==> config.mk <==
export PLATFORM = sky130hd
export DESIGN_NAME = latched_decoder
export DESIGN_NICKNAME = d
export VERILOG_FILES = /design/src/rtl/ldec_pkg.sv /design/src/rtl/ldec_addr_hold.sv /design/src/rtl/ldec_decode.sv /design/src/rtl/ldec_out_gate.sv /design/src/rtl/latched_decoder.sv
export SDC_FILE = /design/constraint.sdc
export NUM_CORES = 1
export LEC_CHECK = 0
export BUFFER_PORTS_ARGS = -buffer_cell sky130_fd_sc_hd__buf_2
export CAP_MARGIN = 20
export CORE_AREA = 2 2 39 41
export CTS_BUF_LIST = sky130_fd_sc_hd__clkbuf_8
export DETAILED_ROUTE_END_ITERATION = 12
export DIE_AREA = 0 0 41 43
export GPL_ROUTABILITY_DRIVEN = 1
export PLACE_DENSITY = 0.53
export SETUP_SLACK_MARGIN = 0.02
export SLEW_MARGIN = 25
export SYNTH_ARGS = -nofsm -noshare
export SYNTH_HDL_FRONTEND = slang
export SYNTH_HIERARCHICAL = 1
export SYNTH_SLANG_ARGS = --single-unit
==> constraint.sdc <==
create_clock -name clk -period 3.05 [get_ports clk]
set_input_delay 0.915 -clock clk [delete_from_list [all_inputs] [get_ports clk]]
set_output_delay 0.915 -clock clk [all_outputs]
set_load 0.02 [all_outputs]
==> src/rtl/ldec_pkg.sv <==
// Package: shared constants and helpers for the latched decoder.
// Assumes: callers size vectors from the parameters of the top module.
package ldec_pkg;

    // Gate state: open only when the high-true enable is 1 and the low-true enable is 0.
    function automatic logic gate_open(input logic en_hi, input logic en_lo_n);
        return en_hi & ~en_lo_n;
    endfunction

    // Number of select lines for a given address width.
    function automatic int unsigned lines_for(input int unsigned aw);
        return 1 << aw;
    endfunction

endpackage

==> src/rtl/ldec_addr_hold.sv <==
// Module: ldec_addr_hold
// Holds the decoder address. The register loads the live address on every
// rising edge with hold low and freezes while hold is high. The effective
// address is the live input while hold is low, otherwise the register.
// Assumes: hold_i is synchronous to clk; reset is synchronous active-low.
module ldec_addr_hold #(
    parameter int unsigned ADDR_W = 3
) (
    input  logic              clk,
    input  logic              rst_n,
    input  logic [ADDR_W-1:0] addr_i,
    input  logic              hold_i,
    output logic [ADDR_W-1:0] addr_eff_o
);

    logic [ADDR_W-1:0] addr_q;

    // Storage register: clear on reset, track address while transparent.
    always_ff @(posedge clk) begin
        if (!rst_n) begin
            addr_q <= '0;
        end else if (!hold_i) begin
            addr_q <= addr_i;
        end
    end

    // Path select: live address while transparent, stored copy while held.
    always_comb begin
        addr_eff_o = hold_i ? addr_q : addr_i;
    end

    // with hold low, the register takes the address at that edge.
    assert_load_when_open_R4: assert property (@(posedge clk) disable iff (!rst_n)
        !hold_i |=> (addr_q == $past(addr_i)));

    // with hold high, the stored address does not move.
    assert_frozen_when_held_R5: assert property (@(posedge clk) disable iff (!rst_n)
        hold_i |=> $stable(addr_q));

endmodule

==> src/rtl/ldec_decode.sv <==
// Module: ldec_decode
// Binary to one-hot decoder, active-high. Output bit k is set when the
// address equals k. Purely combinational.
// Assumes: LINES equals 2**ADDR_W.
module ldec_decode #(
    parameter int unsigned ADDR_W = 3,
    parameter int unsigned LINES  = 8
) (
    input  logic [ADDR_W-1:0] addr_i,
    output logic [LINES-1:0]  sel_o
);

    // One comparator per select line.
    for (genvar k = 0; k < LINES; k++) begin : g_line
        always_comb begin
            sel_o[k] = (addr_i == ADDR_W'(k));
        end
    end

    // decoded vector has exactly one line set.
    always_comb begin
        assert_one_line_R2: assert ($onehot(sel_o) || $isunknown(addr_i));
    end

endmodule

==> src/rtl/ldec_out_gate.sv <==
// Module: ldec_out_gate
// Applies the two-input output gate and inverts to active-low lines.
// With the gate closed every line is high.
// Assumes: the gate inputs may change at any time; the path is combinational.
module ldec_out_gate #(
    parameter int unsigned LINES = 8
) (
    input  logic             en_i,
    input  logic             en_n_i,
    input  logic [LINES-1:0] sel_i,
    output logic [LINES-1:0] y_n_o
);

    import ldec_pkg::*;

    logic open_w;

    // Gate condition from both enables.
    always_comb begin
        open_w = gate_open(en_i, en_n_i);
    end

    // Inversion with override: closed gate drives all lines high.
    always_comb begin
        y_n_o = open_w ? ~sel_i : '1;
    end

endmodule

==> src/rtl/latched_decoder.sv <==
// Module: latched_decoder (top)
// Three-bit address register with a hold control, a one-of-eight decoder and
// a two-enable output gate producing active-low select lines.
// Assumes: all inputs synchronous to clk; rst_n synchronous, active-low,
// affecting only the stored address.
module latched_decoder #(
    parameter int unsigned ADDR_W = 3,
    localparam int unsigned LINES = 1 << ADDR_W
) (
    input  logic              clk,
    input  logic              rst_n,
    input  logic [ADDR_W-1:0] addr_i,
    input  logic              hold_i,
    input  logic              en_i,
    input  logic              en_n_i,
    output logic [LINES-1:0]  y_n_o
);

    logic [ADDR_W-1:0] addr_eff;
    logic [LINES-1:0]  sel;

    ldec_addr_hold #(.ADDR_W(ADDR_W)) u_hold (
        .clk        (clk),
        .rst_n      (rst_n),
        .addr_i     (addr_i),
        .hold_i     (hold_i),
        .addr_eff_o (addr_eff)
    );

    ldec_decode #(.ADDR_W(ADDR_W), .LINES(LINES)) u_dec (
        .addr_i (addr_eff),
        .sel_o  (sel)
    );

    ldec_out_gate #(.LINES(LINES)) u_gate (
        .en_i   (en_i),
        .en_n_i (en_n_i),
        .sel_i  (sel),
        .y_n_o  (y_n_o)
    );

    // closed gate means every output high.
    assert_closed_all_high_R6: assert property (@(posedge clk) disable iff (!rst_n)
        !(en_i && !en_n_i) |-> (y_n_o == '1));

    // open gate means exactly one output low.
    assert_open_one_low_R2: assert property (@(posedge clk) disable iff (!rst_n)
        (en_i && !en_n_i) |-> ($countones(~y_n_o) == 1));

    // held over two edges with steady gates, outputs do not move.
    assert_held_outputs_steady_R5: assert property (@(posedge clk) disable iff (!rst_n)
        (hold_i && $past(hold_i) && $past(rst_n) && $stable(en_i) && $stable(en_n_i))
        |-> $stable(y_n_o));

endmodule

==> impl_summary.txt <==
----------------------------------------------------
[Run status]
  Status ... finished, final reports clean

[Synth]
  Share of the synthesized area in the top cell type ... 23.4%
  Syn Std Cell Area ... between 200 and 300 µm²
  Sequential cell area fraction in the yosys report ... 23.4%
  Compound-gate portion of the synthesized area ... 0%
  Synthesized instance count ... 26
  Post-synthesis simple-gate area fraction ... between 50% and 60%
  Cell types with the largest area share after synthesis ... sky130_fd_sc_hd__dfxtp_1 (23%), sky130_fd_sc_hd__nand3b_1 (23%), sky130_fd_sc_hd__mux2_4 (18%)
  Synthesis-stage register bit count ... 3
  Cell type with the largest total area after synthesis ... sky130_fd_sc_hd__dfxtp_1
  Average size of a mapped cell ... between 9 and 10 µm²
  Mux cell area share after synthesis ... 17.6%
  Number of distinct library cells after synthesis ... 10
  Synthesized-area fraction occupied by adder cells ... 0%
  Synth Warn # ... 6
  Main combinational cell family by area after synthesis ... simple AND/OR/NAND/NOR gates
  Xor and xnor fraction of the mapped netlist area ... 0%
  Mapped Nets ... 34

[Timing]
  Fin Hold WS ... roughly 630 ps
  Maximum operating frequency ... about 0.36 GHz
  Fin crit share ... between 90% and 100%
  Worst slew slack as a fraction of its limit ... about nine tenths
  Summed negative setup slack over all endpoints ... 0 ps
  Max-slew violations ... 0
  Finish-stage setup viols ... 0
  Worst clock skew ... 0 ps
  Tightest Pin Transition ... around 180 ps
  Hold Fails Final Rpt ... 0
  Post-layout minimum cycle time ... roughly 2800 ps
  Unrepaired setup endpoints after global routing ... no
  Final worst setup slack ... 267 ps

[Worst setup path]
  Startpoint Class ... primary input
  Critical Setup Path Class ... primary input to output port
  Reg-to-reg startpoint ... u_hold/addr_q[0]
  Crit. End Element ... output port
  Worst setup path start ... hold_i
  Critical path fanouts, max ... 9
  R2r setup slk ... between 2000 and 2500 ps
  Data required time at the worst endpoint ... around 2100 ps
  Arrival time at the worst endpoint ... about 1900 ps

[Finish]
  Biggest registers after layout ... u_hold/addr_q x3
  Area Overhead vs Synth ... 52.7%
  Register with the most flip-flops ... u_hold/addr_q
  Nets ... 53
  Final standard cell area without fillers ... around 400 µm²
  Max FFs per register ... 3
  Leading cell type in the layout, fill and taps excluded ... sky130_fd_sc_hd__buf_2
  Ratio of cells with drive above 1 in the final layout ... about 59%
  Most used cells in the layout excluding fill and tap cells ... sky130_fd_sc_hd__buf_2 (15), sky130_fd_sc_hd__nand3b_1 (8)
  Antenna diodes ... 0
  Fin cells ... 60

[Place]
  Cell Area, Placed ... between 300 and 400 µm²
  Detailed placer's ending HPWL ... between 300 and 400 µm
  Inst Count DP ... 56
  Setup slack after placement ... 260 ps
  Buffers added on ports ... 15
  Global placer's final weighted congestion ... between 0.5 and 0.6

[CTS]
  Clock sink count ... 3
  Number of buffers created by CTS ... 3
  Number of gates resized after CTS ... 0
  Clock tree from TritonCTS ... built
  Worst-case clock buffer depth ... 2
  Insertion delay of the later-clocked pin in the worst-skew pair ... 210 ps
  Post-CTS Setup Inserts ... 0
  Clock tree root driver cell ... sky130_fd_sc_hd__clkbuf_8
  CTS Hold Bufs ... 0
  Clock-pin slew on the worst setup and hold paths ... approximately 30 ps
  Level count of the clock H-tree ... 1

[GRT]
  Global-route wire length before repair ... 800 µm
  Maximum number of pins on one net before global-route repair ... 10
  Leftover overflow at the end of global routing ... 0
  Via count of the first global-routing pass ... approximately 220
  Overall routing resource usage ... between 7 and 8%
  Number of antenna violations at the first check in global routing ... 0

[Min path]
  Beginning of the worst hold path ... u_hold/addr_q[1]
  Hold Path Class ... register to register

[Routing]
  Wire length reported by the detailed router ... ~560 µm
  Remaining design rule violation count ... 0
  Count of antenna-violating nets left after detailed routing ... 0
  Via-to-Cell Ratio ... around 4
  Routed length per instance ... between 9 and 10 µm
  Initial drt markers ... 1
  Via count ... 240
  Iteration count of the initial detailed-routing pass ... 2

[Die]
  Width of the chip ... ~40 µm
  Height of the die ... 43 µm
  Initial cell density of the core ... between 10% and 20%
  Number of top-level design ports ... 16
  Area of the core region ... roughly 1400 µm²
  Die Area ... between 1500 and 2000 µm²
  Rows ... 14

[Power and ir drop]
  Leakage power figure ... roughly 0.00017 µW
  Power density over cell area ... between 400 and 500 nW/µm²
  Peak supply drop ... approximately 0.13 mV

[Run]
  Max_cap viols ... 0

----------------------------------------------------
[power breakdown]
group	switching [µW]	internal (µW)	total, µW
Clock	24.7	85.5	110
Sequential	0.560	41.9	42.5
Combinational	16.4	17.8	34.2
[worst paths after layout]
check / cells after the start / endpoint
min: 2 / u_hold/addr_q[1]
max: 5 / y_n_o[1]
min reg2reg: 2 / u_hold/addr_q[1]
max reg2reg: 2 / u_hold/addr_q[0]
[layout make-up]
| cell class | instances | area, µm² |
|---|---|---|
| Fill cell | 160 | 992 |
| Multi-Input combinational cell | 22 | 191 |
| Timing Repair Buffer | 15 | 75.1 |
| Sequential cell | 3 | 60.1 |
| Clock buffer | 3 | 41.3 |
| Tap cell | 16 | 20.0 |
| Clock inverter | 1 | 3.75 |
[metal layers]
metal,vias up,GRT usage [%],wire [µm]
li1,132,-,-
met1,97,7.01,240
met2,11,9.38,254
met3,0,2.62,67
met4,0,12.0,0
met5,-,0,0
[cell families (layout without fill, tap and decap cells)]
kind of cell,count (synthesis),count (layout)
DFF,3,3
muxes,3,3
buffers and inverters,1,19
and+or+nand+nor,19,19
[per-stage QoR]
stage	total power (µW)	utilization, %
2_1_floorplan	66.7	-
6_report	187	28.3
5_1_grt	197	28.3
4_1_cts	191	28.3
3_5_place_dp	77.0	25.0
3_3_place_gp	77.5	25.0
[worst max-delay path: stages]
cell and delay, ps:
sky130_fd_sc_hd__buf_2 130, sky130_fd_sc_hd__mux2_4 350, sky130_fd_sc_hd__nor3b_1 220, sky130_fd_sc_hd__nand3b_1 100
sky130_fd_sc_hd__buf_2 160
[cells in the mapped netlist (all sizes together)]
library cell  count
nand3b            8
and2              3
and3b             3
dfxtp             3
mux2              3
nor3b             3
and3              1
buf               1
nor3              1
Power figures use the tool's default switching activity.
